<file path="config.mk">
export PLATFORM = sky130hd
export DESIGN_NAME = ffload_unit
export DESIGN_NICKNAME = d
export VERILOG_FILES = /design/src/rtl/ffload_pkg.sv /design/src/rtl/ffload_limit.sv /design/src/rtl/ffload_report.sv /design/src/rtl/ffload_seq.sv /design/src/rtl/ffload_unit.sv
export SDC_FILE = /design/constraint.sdc
export NUM_CORES = 1
export LEC_CHECK = 0
export ABC_AREA = 1
export BUFFER_PORTS_ARGS = -buffer_cell sky130_fd_sc_hd__buf_2
export CORE_AREA = 2 2 161 241
export DETAILED_ROUTE_END_ITERATION = 8
export DIE_AREA = 0 0 163 243
export PLACE_DENSITY = 0.49
export SLEW_MARGIN = 10
export SYNTH_ARGS = -nofsm -noshare
export SYNTH_HDL_FRONTEND = slang
export SYNTH_HIERARCHICAL = 1
export SYNTH_SLANG_ARGS = --single-unit
</file>
<file path="constraint.sdc">
create_clock -name clk -period 4.9 [get_ports clk]
set_input_delay 0.49 -clock clk [delete_from_list [all_inputs] [get_ports clk]]
set_output_delay 0.49 -clock clk [all_outputs]
set_load 0.02 [all_outputs]
</file>
<file path="src/rtl/ffload_pkg.sv">
package ffload_pkg;

    typedef enum logic [1:0] {
        MODE_FAULT = 2'd0,
        MODE_PAGE  = 2'd1,
        MODE_ALIGN = 2'd2,
        MODE_RSVD  = 2'd3
    } trunc_mode_e;

    typedef enum logic {
        REPORT_VL   = 1'b0,
        REPORT_MASK = 1'b1
    } report_e;

    typedef enum logic {
        ST_IDLE = 1'b0,
        ST_RUN  = 1'b1
    } seq_state_e;

    // element width in bytes from its 2-bit code
    function automatic logic [3:0] esize_step(input logic [1:0] code);
        return 4'd1 << code;
    endfunction

    // true when byte lane b belongs to an element of width code
    function automatic logic lane_kept(input logic [1:0] code, input int b);
        return b < (1 << code);
    endfunction

endpackage

</file>
<file path="src/rtl/ffload_limit.sv">
module ffload_limit
    import ffload_pkg::*;
#(
    parameter int ADDR_W      = 32,
    parameter int CNT_W       = 5,
    parameter int PAGE_BYTES  = 4096,
    parameter int BATCH_BYTES = 64
) (
    input  logic [ADDR_W-1:0] base,
    input  logic [1:0]        esz,
    input  logic [CNT_W-1:0]  count,
    input  logic [1:0]        mode,
    output logic [CNT_W-1:0]  limit
);
    localparam int RW = ADDR_W + 1;

    logic [RW-1:0] page_room, batch_room, cand;
    logic [ADDR_W-1:0] page_off, batch_off;

    always_comb begin
        page_off   = base & ADDR_W'(PAGE_BYTES - 1);
        batch_off  = base & ADDR_W'(BATCH_BYTES - 1);
        page_room  = RW'(PAGE_BYTES) - RW'(page_off);
        batch_room = RW'(BATCH_BYTES) - RW'(batch_off);
        case (mode)
            MODE_PAGE:  cand = page_room >> esz;
            MODE_ALIGN: cand = (batch_off == '0) ? RW'(count) : (batch_room >> esz);
            default:    cand = RW'(count);
        endcase
        if (cand == '0) begin
            cand = RW'(1);
        end
        limit = (RW'(count) < cand) ? count : CNT_W'(cand);
    end

endmodule

</file>
<file path="src/rtl/ffload_report.sv">
module ffload_report #(
    parameter int MAX_ELEMS = 16,
    parameter int CNT_W     = 5
) (
    input  logic [CNT_W-1:0]     count,
    output logic [MAX_ELEMS-1:0] mask
);
    for (genvar i = 0; i < MAX_ELEMS; i++) begin : g_bit
        assign mask[i] = count > CNT_W'(i);
    end
endmodule

</file>
<file path="src/rtl/ffload_seq.sv">
module ffload_seq
    import ffload_pkg::*;
#(
    parameter int ADDR_W     = 32,
    parameter int DATA_W     = 64,
    parameter int CNT_W      = 5,
    parameter int IDX_W      = 4,
    parameter int REG_W      = 5,
    parameter int PAGE_BYTES = 4096
) (
    input  logic              clk,
    input  logic              rst,
    input  logic              req_valid,
    input  logic [ADDR_W-1:0] req_base,
    input  logic [CNT_W-1:0]  req_count,
    input  logic [1:0]        req_esize,
    input  logic [1:0]        req_mode,
    input  logic              req_report,
    input  logic [REG_W-1:0]  req_dest,
    input  logic [CNT_W-1:0]  req_limit,
    output logic              busy,
    output logic              mem_rd_valid,
    input  logic              mem_rd_ready,
    output logic [ADDR_W-1:0] mem_rd_addr,
    output logic [1:0]        mem_rd_size,
    input  logic [DATA_W-1:0] mem_rd_data,
    input  logic              mem_rd_fault,
    output logic              vrf_we,
    output logic [REG_W-1:0]  vrf_reg,
    output logic [IDX_W-1:0]  vrf_elem,
    output logic [DATA_W-1:0] vrf_wdata,
    output logic              fin_valid,
    output logic [CNT_W-1:0]  fin_count,
    output logic              fin_report,
    output logic              trap,
    output logic [ADDR_W-1:0] trap_addr
);
    localparam int DATA_BYTES = DATA_W / 8;
    localparam int PAGE_SH    = $clog2(PAGE_BYTES);

    typedef struct packed {
        logic [ADDR_W-1:0] addr;
        logic [ADDR_W-1:0] base;
        logic [1:0]        esz;
        logic [1:0]        mode;
        logic              report;
        logic [REG_W-1:0]  dest;
        logic [CNT_W-1:0]  limit;
        logic [CNT_W-1:0]  asked;
    } job_t;

    seq_state_e       state;
    job_t             job;
    logic [CNT_W-1:0] idx_q, idx_nx;
    logic             hs, last;
    logic [DATA_W-1:0] elem_data;

    assign idx_nx       = idx_q + CNT_W'(1);
    assign last         = (idx_nx == job.limit);
    assign hs           = (state == ST_RUN) && mem_rd_ready;
    assign busy         = (state == ST_RUN);
    assign mem_rd_valid = (state == ST_RUN);
    assign mem_rd_addr  = job.addr;
    assign mem_rd_size  = job.esz;
    assign fin_report   = job.report;

    always_comb begin
        for (int b = 0; b < DATA_BYTES; b++) begin
            elem_data[b*8 +: 8] = lane_kept(job.esz, b) ? mem_rd_data[b*8 +: 8] : 8'h00;
        end
    end

    always_ff @(posedge clk) begin
        if (rst) begin
            state     <= ST_IDLE;
            job       <= '0;
            idx_q     <= '0;
            vrf_we    <= 1'b0;
            vrf_reg   <= '0;
            vrf_elem  <= '0;
            vrf_wdata <= '0;
            fin_valid <= 1'b0;
            fin_count <= '0;
            trap      <= 1'b0;
            trap_addr <= '0;
        end else begin
            vrf_we    <= 1'b0;
            fin_valid <= 1'b0;
            trap      <= 1'b0;
            case (state)
                ST_IDLE: begin
                    if (req_valid) begin
                        job.addr   <= req_base;
                        job.base   <= req_base;
                        job.esz    <= req_esize;
                        job.mode   <= req_mode;
                        job.report <= req_report;
                        job.dest   <= req_dest;
                        job.limit  <= req_limit;
                        job.asked  <= req_count;
                        idx_q      <= '0;
                        if (req_limit == '0) begin
                            fin_valid <= 1'b1;
                            fin_count <= '0;
                        end else begin
                            state <= ST_RUN;
                        end
                    end
                end
                ST_RUN: begin
                    if (hs) begin
                        if (mem_rd_fault) begin
                            state <= ST_IDLE;
                            if (idx_q == '0) begin
                                trap      <= 1'b1;
                                trap_addr <= job.addr;
                            end else begin
                                fin_valid <= 1'b1;
                                fin_count <= idx_q;
                            end
                        end else begin
                            vrf_we    <= 1'b1;
                            vrf_reg   <= job.dest;
                            vrf_elem  <= IDX_W'(idx_q);
                            vrf_wdata <= elem_data;
                            idx_q     <= idx_nx;
                            job.addr  <= job.addr + ADDR_W'(esize_step(job.esz));
                            if (last) begin
                                state     <= ST_IDLE;
                                fin_valid <= 1'b1;
                                fin_count <= idx_nx;
                            end
                        end
                    end
                end
                default: state <= ST_IDLE;
            endcase
        end
    end

    assert_stall_hold_R10: assert property (@(posedge clk) disable iff (rst)
        mem_rd_valid && !mem_rd_ready |=> mem_rd_valid && $stable(mem_rd_addr));

    assert_addr_step_R1: assert property (@(posedge clk) disable iff (rst)
        mem_rd_valid && mem_rd_ready && !mem_rd_fault && !last
        |=> mem_rd_addr == $past(mem_rd_addr) + ADDR_W'(esize_step(mem_rd_size)));

    assert_count_bounds_R8: assert property (@(posedge clk) disable iff (rst)
        fin_valid |-> (fin_count <= job.asked) && (fin_count != '0 || job.asked == '0));

    assert_trap_alone_R4: assert property (@(posedge clk) disable iff (rst)
        trap |-> !fin_valid && !vrf_we);

    assert_page_stay_R6: assert property (@(posedge clk) disable iff (rst)
        mem_rd_valid && job.mode == MODE_PAGE && idx_q != '0
        |-> (mem_rd_addr >> PAGE_SH) == (job.base >> PAGE_SH));

endmodule

</file>
<file path="src/rtl/ffload_unit.sv">
module ffload_unit
    import ffload_pkg::*;
#(
    parameter int ADDR_W      = 32,
    parameter int DATA_W      = 64,
    parameter int MAX_ELEMS   = 16,
    parameter int PAGE_BYTES  = 4096,
    parameter int BATCH_BYTES = 64,
    parameter int REG_W       = 5,
    localparam int CNT_W      = $clog2(MAX_ELEMS + 1),
    localparam int IDX_W      = $clog2(MAX_ELEMS)
) (
    input  logic                 clk,
    input  logic                 rst,
    input  logic                 req_valid,
    input  logic [ADDR_W-1:0]    req_base,
    input  logic [CNT_W-1:0]     req_count,
    input  logic [1:0]           req_esize,
    input  logic [1:0]           req_mode,
    input  logic                 req_report,
    input  logic [REG_W-1:0]     req_dest,
    output logic                 busy,
    output logic                 mem_rd_valid,
    input  logic                 mem_rd_ready,
    output logic [ADDR_W-1:0]    mem_rd_addr,
    output logic [1:0]           mem_rd_size,
    input  logic [DATA_W-1:0]    mem_rd_data,
    input  logic                 mem_rd_fault,
    output logic                 vrf_we,
    output logic [REG_W-1:0]     vrf_reg,
    output logic [IDX_W-1:0]     vrf_elem,
    output logic [DATA_W-1:0]    vrf_wdata,
    output logic                 done,
    output logic [CNT_W-1:0]     done_count,
    output logic                 vl_we,
    output logic [CNT_W-1:0]     vl_value,
    output logic                 mask_we,
    output logic [MAX_ELEMS-1:0] loaded_mask,
    output logic                 trap,
    output logic [ADDR_W-1:0]    trap_addr
);
    logic [CNT_W-1:0]     limit;
    logic                 fin_valid, fin_report;
    logic [CNT_W-1:0]     fin_count;
    logic [MAX_ELEMS-1:0] mask_raw;

    ffload_limit #(
        .ADDR_W(ADDR_W), .CNT_W(CNT_W),
        .PAGE_BYTES(PAGE_BYTES), .BATCH_BYTES(BATCH_BYTES)
    ) u_limit (
        .base(req_base), .esz(req_esize), .count(req_count),
        .mode(req_mode), .limit(limit)
    );

    ffload_seq #(
        .ADDR_W(ADDR_W), .DATA_W(DATA_W), .CNT_W(CNT_W), .IDX_W(IDX_W),
        .REG_W(REG_W), .PAGE_BYTES(PAGE_BYTES)
    ) u_seq (
        .clk(clk), .rst(rst),
        .req_valid(req_valid), .req_base(req_base), .req_count(req_count),
        .req_esize(req_esize), .req_mode(req_mode), .req_report(req_report),
        .req_dest(req_dest), .req_limit(limit), .busy(busy),
        .mem_rd_valid(mem_rd_valid), .mem_rd_ready(mem_rd_ready),
        .mem_rd_addr(mem_rd_addr), .mem_rd_size(mem_rd_size),
        .mem_rd_data(mem_rd_data), .mem_rd_fault(mem_rd_fault),
        .vrf_we(vrf_we), .vrf_reg(vrf_reg), .vrf_elem(vrf_elem), .vrf_wdata(vrf_wdata),
        .fin_valid(fin_valid), .fin_count(fin_count), .fin_report(fin_report),
        .trap(trap), .trap_addr(trap_addr)
    );

    ffload_report #(.MAX_ELEMS(MAX_ELEMS), .CNT_W(CNT_W)) u_report (
        .count(fin_count), .mask(mask_raw)
    );

    assign done        = fin_valid;
    assign done_count  = fin_count;
    assign vl_we       = fin_valid && (fin_report == REPORT_VL);
    assign vl_value    = fin_count;
    assign mask_we     = fin_valid && (fin_report == REPORT_MASK);
    assign loaded_mask = mask_we ? mask_raw : '0;

    assert_update_excl_R5: assert property (@(posedge clk) disable iff (rst)
        !(vl_we && mask_we));

    assert_mask_shape_R5: assert property (@(posedge clk) disable iff (rst)
        mask_we |-> ((loaded_mask & (loaded_mask + MAX_ELEMS'(1))) == '0)
                    && ($countones(loaded_mask) == int'(done_count)));

    assert_idle_after_R12: assert property (@(posedge clk) disable iff (rst)
        (done || trap) |-> !busy && !mem_rd_valid);

endmodule

</file>
* Yosys cells after proc, flatten, opt, wreduce, memory -nomap -nowiden
Cells that the tools add are included.
Storage, ports and cells: bits in registers 203, word-level logic and storage cells 121
Operators by class: add/subtract/negate cells 4, $lt $le $gt $ge 25, eq/ne operators 9, shifts and indexed selects 4, multiplexer cells 43, bitwise gates (word level) 4, reduce and logical (&&, ||, !) cells 14
Operator list (count):
- 4-bit by 32-bit < comparator with 1-bit output (first input constant) | 4
- 84-bit two-way mux | 1
- 33-bit two-way mux | 2
- 33-bit one-hot mux with 2 select lines | 1
- 33-bit by 2-bit >> shifter with 33-bit output | 2
- 3-bit by 32-bit < comparator with 1-bit output (first input constant) | 2
- 32-bit two-way mux | 2
- 8-bit two-way mux | 8
- 32-bit one-hot mux with 2 select lines | 1
- 5-bit two-way mux | 10
- 5-bit by 4-bit greater-than comparator with 1-bit output (second input constant) | 8
- 33-bit logical NOT | 1
- 5-bit by 33-bit < comparator with 1-bit output | 1
- 32-bit by 4-bit adder with 32-bit output | 1
- 32-bit logical NOT | 1
- 1-bit by 32-bit < comparator with 1-bit output (first input constant) | 1
- 2-bit by 32-bit < comparator with 1-bit output (first input constant) | 1
- 1-bit by 2-bit << shifter with 32-bit output (first input constant) | 1
- 5-bit by 3-bit greater-than comparator with 1-bit output (second input constant) | 4
- 5-bit one-hot mux with 2 select lines | 2
- 16-bit two-way mux | 1
- 13-bit by 12-bit subtractor with 14-bit output (first input constant) | 1
- 1-bit two-way mux | 13
- 5-bit by 1-bit greater-than comparator with 1-bit output (second input constant) | 2
- 20 further kinds | 32

* Longest topological paths before layout
Gate-level depths: netlist (run 1).
word-level depth 12, depth in mapped cells 29, gate-level depth less buffers 28

* By module
The synthesis (run 1) kept the hierarchy.
Modules (own cells, without submodules):
- ffload_seq | instances 1, cells each 1061, area each 7514.7 sq um, seq. area each 3283.1 sq um
- ffload_limit | instances 1, cells each 267, area each 1440.1 sq um, seq. area each 0.0 sq um
- ffload_unit | instances 1, cells each 42, area each 186.4 sq um, seq. area each 0.0 sq um
- ffload_report | instances 1, cells each 29, area each 133.9 sq um, seq. area each 0.0 sq um

* Worst setup path before layout (run 1)
Ideal clock, no wire load.
kind input to register, start point in req_base[0], end point reg u_seq.fin_count[2], arrival 3.363 ns, required time 4.784 ns, setup slack 1.421 ns, cell stages on the path 25, cells stage by stage inv_1 > ha_1 > buf_2 > nand3_4 > nand2_1 > nand2_1 > nand2_1 > nand2_2 > nand2_1 > nand3_1 > nand3_1 > nand2_1 > ha_1 > inv_1 > o31ai_1 > nand3b_4 > nand3_1 > nand2_1 > nor3_1 > nand2_1 > o22ai_1 > buf_2 > nand3_1 > nand2_1 > nor2_1
On the way: longest elaborated chain between the ends 11, elaborated cells between the ends (all ways) 14, those cells by class 2 x add/sub; 1 x order compare; 1 x eq/ne; 2 x shift; 4 x mux; 4 x reduce/logical
Ends and longest elaborated chain:
- start: declaration | line ffload_unit.sv:16 | input logic [ADDR_W-1:0] req_base,
- 7-bit by 6-bit subtractor with 8-bit output | line ffload_limit.sv:24 | batch_room = RW'(BATCH_BYTES) - RW'(batch_off);
- 33-bit by 2-bit >> shifter with 33-bit output | line ffload_limit.sv:27 | MODE_ALIGN: cand = (batch_off == '0) ? RW'(count) : (batch_room >> esz);
- 33-bit two-way mux | line ffload_limit.sv:27
- 33-bit one-hot mux with 2 select lines * | line ffload_limit.sv:25 | case (mode)
- 33-bit logical NOT | line ffload_limit.sv:30 | if (cand == '0) begin
- 33-bit two-way mux * | line ffload_limit.sv:30
- 5-bit by 33-bit < comparator with 1-bit output | line ffload_limit.sv:33 | limit = (RW'(count) < cand) ? count : CNT_W'(cand);
- 5-bit two-way mux * | line ffload_limit.sv:33
- named net limit[0] | line ffload_unit.sv:42 | logic [CNT_W-1:0] limit;
- 5-bit logical NOT * | line ffload_seq.sv:102 | if (req_limit == '0) begin
- 2-bit by 1-bit != test with 1-bit output (no source line) *
- 5-bit AND reduction (no source line) *
- end signal: assignment | line ffload_seq.sv:119 | fin_count <= idx_q;
- end signal: assignment | line ffload_seq.sv:131 | fin_count <= idx_nx;
- end: declaration | line ffload_seq.sv:33 | output logic [CNT_W-1:0] fin_count,
The timed path passes the listed nets; every way through them passes the cells marked *. A chain may end at the register's enable or synchronous reset.

* Final worst setup path (run 1)
Same ends and word-level chain as after synthesis.

==> impl_metrics.prom, run 1 <==
# TYPE chip_impl_metric gauge
chip_impl_metric{name="fin_tns_setup",unit="ns"} 0
chip_impl_metric{name="ctsLongestPathBuffers",unit=""} 2
chip_impl_metric{name="grt_start_max_net_pins",unit=""} 128
chip_impl_info{name="largest-register",value="u_seq/vrf_wdata"} 1
chip_impl_metric{name="timing.max_slew.rel_slack",unit=""} 0.398
chip_impl_metric{name="crit_required",unit="ns"} 5.23
chip_impl_metric{name="initial_core_util",unit=""} 0.247
chip_impl_metric{name="synth_top_area_frac",unit=""} 0.354
chip_impl_metric{name="clk-insertion-delay-late",unit="ns"} 0.44
chip_impl_info{name="setup.worst_path.end",value="u_seq/fin_count[2]"} 1
chip_impl_metric{name="gr-usage-all-layers",unit=""} 0.168
chip_impl_metric{name="hold_buffers",unit=""} 0
chip_impl_metric{name="detail_route.first_pass.iterations",unit=""} 5
chip_impl_metric{name="wl_per_cell",unit="um"} 16.3
chip_impl_metric{name="largest_register_ff_count",unit=""} 64
chip_impl_metric{name="gp_routability_congestion",unit=""} 0.829
chip_impl_metric{name="antenna_cells",unit=""} 0
chip_impl_metric{name="core.rowCount",unit=""} 87
chip_impl_metric{name="synth_fp_nets",unit=""} 1529
chip_impl_metric{name="layout_setup_ws",unit="ns"} 1.30
chip_impl_metric{name="ff_latch_area",unit="sq um"} 3280
chip_impl_metric{name="post-cts-setup-buffer-count",unit=""} 0
chip_impl_metric{name="clk_pin_slew",unit="ns"} 0.07
chip_impl_metric{name="postSynthCellCount",unit=""} 1399
chip_impl_info{name="synth_top_flop_cell",value="sky130_fd_sc_hd__dfxtp_1"} 1
chip_impl_metric{name="achievable-frequency",unit="MHz"} 278
chip_impl_metric{name="power_density",unit="nW/um^2"} 308
chip_impl_metric{name="ys_seq_area_frac",unit=""} 0.354
chip_impl_metric{name="die-width",unit="um"} 163
chip_impl_metric{name="post_route_cells_drive_above_1_share",unit=""} 0.254
chip_impl_metric{name="asyncSetResetFlopFracSynth",unit=""} 0
chip_impl_metric{name="grt.overflow.total",unit=""} 0
chip_impl_metric{name="worst-endpoint-arrival",unit="ns"} 3.93
chip_impl_info{name="critical-path-top-cell-by-count",value="sky130_fd_sc_hd__nand2_1"} 1
chip_impl_metric{name="grt_pass1_wl",unit="um"} 52000
chip_impl_metric{name="cts_resized",unit=""} 0
chip_impl_metric{name="area_used_by_multi_input_combinational_logic",unit="sq um"} 4870
chip_impl_info{name="min_from",value="mem_rd_data[4]"} 1
chip_impl_metric{name="synth_enable_flop_cells",unit=""} 0
chip_impl_metric{name="die_area",unit="sq um"} 39600
chip_impl_metric{name="total_standard_cell_area_after_synthesis",unit="sq um"} 9280
chip_impl_metric{name="drt_drc_violations_left",unit=""} 0
chip_impl_metric{name="die_h",unit="um"} 243
chip_impl_metric{name="avgViaCountPerCell",unit=""} 4.68
chip_impl_metric{name="crit_path_max_fanout",unit=""} 11
chip_impl_info{name="criticalPathCategory",value="primary input to register"} 1
chip_impl_metric{name="ports_placed_on_the_boundary",unit=""} 288
chip_impl_info{name="yosysTopAreaCell",value="sky130_fd_sc_hd__dfxtp_1"} 1
chip_impl_info{name="post-synth-top-count-cell",value="sky130_fd_sc_hd__nand2_1"} 1
chip_impl_metric{name="fin_crit_sh",unit=""} 0.735
chip_impl_metric{name="numPortBuffers",unit=""} 287
chip_impl_metric{name="number_of_antenna_violations_at_the_first_check_in_global_routing",unit=""} 0
chip_impl_metric{name="first_global_vias",unit=""} 9372
chip_impl_metric{name="cts_max_level",unit=""} 4
chip_impl_metric{name="total_leakage_power",unit="nW"} 5.27
chip_impl_metric{name="max_cap_violations",unit=""} 0
chip_impl_metric{name="cts_num_sinks",unit=""} 164
chip_impl_metric{name="area_delta_synth_final",unit="%"} 23.1
chip_impl_metric{name="core_area",unit="sq um"} 37600
chip_impl_metric{name="ff2ff_path_depth",unit=""} 10
chip_impl_info{name="path_class_of_the_lowest_slack_min_delay_path",value="primary input to register"} 1
chip_impl_metric{name="yosys_warnings",unit=""} 6
chip_impl_info{name="root_buffer",value="sky130_fd_sc_hd__clkbuf_16"} 1
chip_impl_metric{name="filler_cell_count",unit=""} 4215
chip_impl_info{name="tritoncts",value="done"} 1
chip_impl_metric{name="ant_nets",unit=""} 0
chip_impl_metric{name="cts_inserted_buffers",unit=""} 17
chip_impl_metric{name="hpwlAfterDp",unit="um"} 25500
chip_impl_metric{name="hold_slack",unit="ns"} 0.298
chip_impl_metric{name="finalHoldViolCount",unit=""} 0
chip_impl_info{name="crit_start",value="req_base[0]"} 1
chip_impl_metric{name="worstMarginPinSlew",unit="ns"} 0.903
chip_impl_metric{name="clock_skew",unit="ns"} 0.0125
chip_impl_info{name="synthTopCellsByCount",value="sky130_fd_sc_hd__nand2_1, sky130_fd_sc_hd__dfxtp_1, sky130_fd_sc_hd__nand3_1"} 1
chip_impl_info{name="nature_of_the_critical_path_startpoint",value="primary input"} 1
chip_impl_metric{name="layout_min_cycle_time",unit="ns"} 3.60
chip_impl_info{name="netlist_top_cells_area",value="sky130_fd_sc_hd__dfxtp_1, sky130_fd_sc_hd__nand2_1, sky130_fd_sc_hd__nand3_1"} 1
chip_impl_metric{name="vias",unit=""} 9867
chip_impl_metric{name="totalWireLength",unit="um"} 34400
chip_impl_info{name="endpoint_of_the_worst_slack_reg_to_reg_timing_path",value="u_seq/mem_rd_addr[29]"} 1
chip_impl_info{name="critPathSlowestCell",value="sky130_fd_sc_hd__o31ai_1"} 1
chip_impl_metric{name="slew_violations",unit=""} 0
chip_impl_metric{name="cpPeakStageDelay",unit="ns"} 0.42
chip_impl_metric{name="mean_post_synth_cell_area",unit="sq um"} 6.63
chip_impl_info{name="rsz_0062_raised_after_global_routing",value="false"} 1
chip_impl_metric{name="vdd_ir_drop_max",unit="uV"} 232
chip_impl_metric{name="ys_types",unit=""} 48
chip_impl_metric{name="place_ws",unit="ns"} 0.867
chip_impl_metric{name="layout.nets",unit=""} 1738
chip_impl_info{name="crit-reg2reg-launch",value="u_seq/busy"} 1
chip_impl_metric{name="flop_and_latch_count_out_of_synthesis",unit=""} 164
chip_impl_info{name="worstSetupEndpointType",value="register"} 1
chip_impl_metric{name="detailedRoute.firstIterationViolations",unit=""} 621
chip_impl_metric{name="setup_violations",unit=""} 0
chip_impl_info{name="run_status",value="finished, final reports clean"} 1
chip_impl_metric{name="reg2reg_slack",unit="ns"} 1.97
==> critical path, delay by kind of cell <==
kind                     cells  cell delay (ns)
AO/OA/AOI/OAI                2             0.58
adder cells (fa/ha/maj)      2             0.69
buffers and inverters        4             0.49
AND/OR/NAND/NOR             17             1.64
==> report_power, final <==
group	switching, mW	leakage, nW	internal [mW]	total (mW)
clock network	0.610	0.297	0.780	1.39
registers	0.0648	1.33	1.39	1.46
logic	0.462	3.64	0.207	0.670
total	1.14	5.27	2.38	3.52
==> routing by layer <==
metal	track usage	share of wire	vias up
li1	-	-	4934
met1	0.192	0.41	4627
met2	0.306	0.52	266
met3	0.0347	0.048	40
met4	0.0599	0.024	0
met5	0	0	-
==> cells by family after synthesis <==
| kind of cell | after synthesis | share of synthesized area |
|---|---|---|
| buffers and inverters | 246 | 0.122 |
| XOR/XNOR | 3 | 0.00283 |
| AO/OA/AOI/OAI | 270 | 0.154 |
| adder cells (fa/ha/maj) | 14 | 0.0197 |
| flip-flops | 164 | 0.354 |
| AND/OR/NAND/NOR | 702 | 0.347 |
==> how the worst min path moves through the flow <==
stage | cells after the start | slack, ns | end
after floorplan | 2 | 0.44 | u_seq/vrf_reg[0]
after global placement | 2 | 0.45 | u_seq/vrf_reg[2]
after detailed placement | 2 | 0.45 | u_seq/vrf_reg[2]
after CTS | 3 | 0.26 | u_seq/vrf_wdata[3]
after global routing | 3 | 0.28 | u_seq/vrf_wdata[2]
final | 3 | 0.30 | u_seq/vrf_wdata[4]
==> per-stage QoR <==
step | util | cells | instance area [sq um] | power [mW]
2_1_floorplan | - | 1399 | 9280 | 1.94
5_1_grt | 0.304 | 2110 | 11400 | 3.71
3_3_place_gp | 0.288 | 2078 | 10800 | 2.16
3_5_place_dp | 0.288 | 2078 | 10800 | 2.16
4_1_cts | 0.304 | 2110 | 11400 | 3.57
6_report | 0.304 | 2110 | 11400 | 3.52
==> layout make-up <==
cell class | instances | share of cell area
clock buffer | 18 | 0.0385
clock inverter | 14 | 0.0146
inverter | 139 | 0.0458
multi-input combinational | 989 | 0.426
sequential | 164 | 0.288
tap | 489 | 0.0536
timing repair buffer | 297 | 0.134
==> layout by cell type, fill, tap and decap left out, drive strengths merged, types with 9 or more instances in the layout <==
master and instances:
a21oi 92, nor3 18, nor2 127, o21ai 158, dfxtp 164, ha 13, buf 297, inv 142
a31oi 9, nand3 159, nand2 374, clkbuf 18, nand4 15
Power figures use the tool's default switching activity.
==> run 2, diff against run 1 <==
==> constraint.sdc (replaced) <==
create_clock -name clk -period 3.6 [get_ports clk]
set_input_delay 0.36 -clock clk [delete_from_list [all_inputs] [get_ports clk]]
set_output_delay 0.36 -clock clk [all_outputs]
set_load 0.02 [all_outputs]
==> run 2 against run 1 <==
Compared with the run above: count of clock-buffer cells in the layout stayed put; sequential share of layout area is 0.31 points lower; hold slack worse by 0.14 ns; power is 37% higher; combinational power is 39% higher; cell count is 0.81% higher; critical path type unchanged; largest cell class unchanged.
==> impl_metrics.prom, run 2 (same netlist as run 1, synthesis figures left out) <==
# TYPE chip_impl_metric gauge
chip_impl_metric{name="grt_start_max_net_pins",unit=""} 74
chip_impl_metric{name="filler_cell_count",unit=""} 4188
chip_impl_metric{name="power_density",unit="nW/um^2"} 417
chip_impl_metric{name="post_route_cells_drive_above_1_share",unit=""} 0.261
chip_impl_metric{name="clk_pin_slew",unit="ns"} 0.07
chip_impl_metric{name="number_of_antenna_violations_at_the_first_check_in_global_routing",unit=""} 2
chip_impl_metric{name="timing.max_slew.rel_slack",unit=""} 0.442
chip_impl_info{name="nature_of_the_critical_path_startpoint",value="primary input"} 1
chip_impl_metric{name="clock_skew",unit="ns"} 0.0109
chip_impl_metric{name="vdd_ir_drop_max",unit="uV"} 333
chip_impl_metric{name="ports_placed_on_the_boundary",unit=""} 288
chip_impl_metric{name="worst-endpoint-arrival",unit="ns"} 3.50
chip_impl_metric{name="crit_required",unit="ns"} 3.93
chip_impl_metric{name="max_cap_violations",unit=""} 0
chip_impl_metric{name="hold_buffers",unit=""} 0
chip_impl_metric{name="largest_register_ff_count",unit=""} 64
chip_impl_metric{name="grt.overflow.total",unit=""} 0
chip_impl_info{name="largest-register",value="u_seq/vrf_wdata"} 1
chip_impl_metric{name="die_h",unit="um"} 243
chip_impl_metric{name="hpwlAfterDp",unit="um"} 25900
chip_impl_metric{name="cts_num_sinks",unit=""} 164
chip_impl_metric{name="area_delta_synth_final",unit="%"} 24.4
chip_impl_metric{name="layout.nets",unit=""} 1754
chip_impl_metric{name="first_global_vias",unit=""} 9227
chip_impl_metric{name="fin_crit_sh",unit=""} 0.878
chip_impl_metric{name="core.rowCount",unit=""} 87
chip_impl_metric{name="avgViaCountPerCell",unit=""} 4.63
chip_impl_metric{name="achievable-frequency",unit="MHz"} 316
chip_impl_info{name="tritoncts",value="done"} 1
chip_impl_metric{name="slew_violations",unit=""} 0
chip_impl_info{name="worstSetupEndpointType",value="register"} 1
chip_impl_info{name="mostFrequentLayoutCells",value="sky130_fd_sc_hd__nand2_1, sky130_fd_sc_hd__buf_2, sky130_fd_sc_hd__dfxtp_1, sky130_fd_sc_hd__nand3_1, sky130_fd_sc_hd__o21ai_0"} 1
chip_impl_info{name="run_status",value="finished, final reports clean"} 1
chip_impl_metric{name="placed_cells_incl_taps",unit=""} 2094
chip_impl_metric{name="wl_per_cell",unit="um"} 16.1
chip_impl_metric{name="numPortBuffers",unit=""} 287
chip_impl_info{name="layout_commonest_cell",value="sky130_fd_sc_hd__nand2_1"} 1
chip_impl_metric{name="layout_setup_ws",unit="ns"} 0.438
chip_impl_metric{name="hold_slack",unit="ns"} 0.155
chip_impl_metric{name="gr-usage-all-layers",unit=""} 0.170
chip_impl_metric{name="drt_drc_violations_left",unit=""} 0
chip_impl_metric{name="ctsLongestPathBuffers",unit=""} 2
chip_impl_info{name="rsz_0062_raised_after_global_routing",value="false"} 1
chip_impl_metric{name="detailedRoute.firstIterationViolations",unit=""} 535
chip_impl_metric{name="totalWireLength",unit="um"} 34300
chip_impl_metric{name="crit_path_max_fanout",unit=""} 11
chip_impl_metric{name="place_ws",unit="ns"} 0.0221
chip_impl_metric{name="core_area",unit="sq um"} 37600
chip_impl_metric{name="vias",unit=""} 9847
chip_impl_metric{name="total_leakage_power",unit="nW"} 5.34
chip_impl_metric{name="die-width",unit="um"} 163
chip_impl_metric{name="cts_resized",unit=""} 0
chip_impl_metric{name="instances_no_fill",unit=""} 2127
chip_impl_info{name="path_class_of_the_lowest_slack_min_delay_path",value="primary input to register"} 1
chip_impl_metric{name="placed_cell_area",unit="sq um"} 10900
chip_impl_metric{name="totalPowerFinal",unit="mW"} 4.81
chip_impl_metric{name="clk-insertion-delay-late",unit="ns"} 0.44
chip_impl_metric{name="gp_routability_congestion",unit=""} 0.838
chip_impl_metric{name="setup_violations",unit=""} 0
chip_impl_metric{name="layout_min_cycle_time",unit="ns"} 3.16
chip_impl_metric{name="grt_pass1_wl",unit="um"} 52000
chip_impl_metric{name="detail_route.first_pass.iterations",unit=""} 5
chip_impl_metric{name="initial_core_util",unit=""} 0.247
chip_impl_metric{name="postLayoutCellArea",unit="sq um"} 11500
chip_impl_metric{name="worstMarginPinSlew",unit="ns"} 0.835
chip_impl_metric{name="die_area",unit="sq um"} 39600
chip_impl_metric{name="ant_nets",unit=""} 0
chip_impl_metric{name="finish.utilization",unit=""} 0.307
chip_impl_metric{name="finalHoldViolCount",unit=""} 0
chip_impl_metric{name="fin_tns_setup",unit="ns"} 0
chip_impl_metric{name="cts_max_level",unit=""} 4
chip_impl_metric{name="cts_inserted_buffers",unit=""} 17
chip_impl_metric{name="post-cts-setup-buffer-count",unit=""} 0
chip_impl_info{name="criticalPathCategory",value="primary input to register"} 1
chip_impl_info{name="root_buffer",value="sky130_fd_sc_hd__clkbuf_16"} 1
-- run 2: worst paths after layout --
path / startpoint / to / slack (ns) / cells past startpoint
max: req_base[1] / u_seq/fin_count[1] / 0.44 / 25
min: mem_rd_data[3] / u_seq/vrf_wdata[3] / 0.15 / 3
max reg2reg: u_seq/busy / u_seq/mem_rd_addr[17] / 1.11 / 9
min reg2reg: u_seq/job[12] / u_seq/vrf_reg[2] / 0.46 / 2
-- run 2: layout make-up --
type / count / area (sq um) / area share
multi-input combinational: 989 / 4870 / 0.422
sequential: 164 / 3280 / 0.285
timing repair buffer: 313 / 1640 / 0.143
tap: 489 / 612 / 0.0530
inverter: 139 / 523 / 0.0453
clock buffer: 18 / 439 / 0.0381
clock inverter: 14 / 166 / 0.0144
antenna: 1 / 2.50 / 0.000217
-- run 2: critical path: stages --
cell	delay, ns
sky130_fd_sc_hd__buf_2	0.11
sky130_fd_sc_hd__inv_1	0.05
sky130_fd_sc_hd__ha_1	0.29
sky130_fd_sc_hd__or2_1	0.29
sky130_fd_sc_hd__nand3_2	0.09
sky130_fd_sc_hd__nand2_2	0.06
sky130_fd_sc_hd__a21oi_2	0.13
sky130_fd_sc_hd__nand2_2	0.08
sky130_fd_sc_hd__a21oi_4	0.15
sky130_fd_sc_hd__ha_1	0.26
sky130_fd_sc_hd__a21oi_1	0.15
sky130_fd_sc_hd__o31ai_1	0.08
sky130_fd_sc_hd__buf_4	0.14
sky130_fd_sc_hd__nand3b_4	0.09
sky130_fd_sc_hd__buf_4	0.12
sky130_fd_sc_hd__nand2_4	0.06
sky130_fd_sc_hd__nand2_1	0.06
sky130_fd_sc_hd__nand2_1	0.06
sky130_fd_sc_hd__nor3_1	0.18
sky130_fd_sc_hd__nand2_1	0.11
sky130_fd_sc_hd__o22ai_1	0.16
sky130_fd_sc_hd__buf_4	0.19
sky130_fd_sc_hd__nand3_1	0.09
sky130_fd_sc_hd__nand2_1	0.08
sky130_fd_sc_hd__nor2_1	0.05
-- run 2: power breakdown --
part           internal, mW  total (mW)  leakage (nW)  switching (mW)
sequential             1.90        1.98          1.33          0.0858
clock                  1.06        1.90         0.294           0.841
combinational         0.298       0.929          3.72           0.631
-- run 2: routing by layer --
layer / global-route usage / share of wire
met1: 0.199 / 0.41
met2: 0.308 / 0.52
met3: 0.0343 / 0.048
met4: 0.0492 / 0.015
met5: 0 / 0.00038
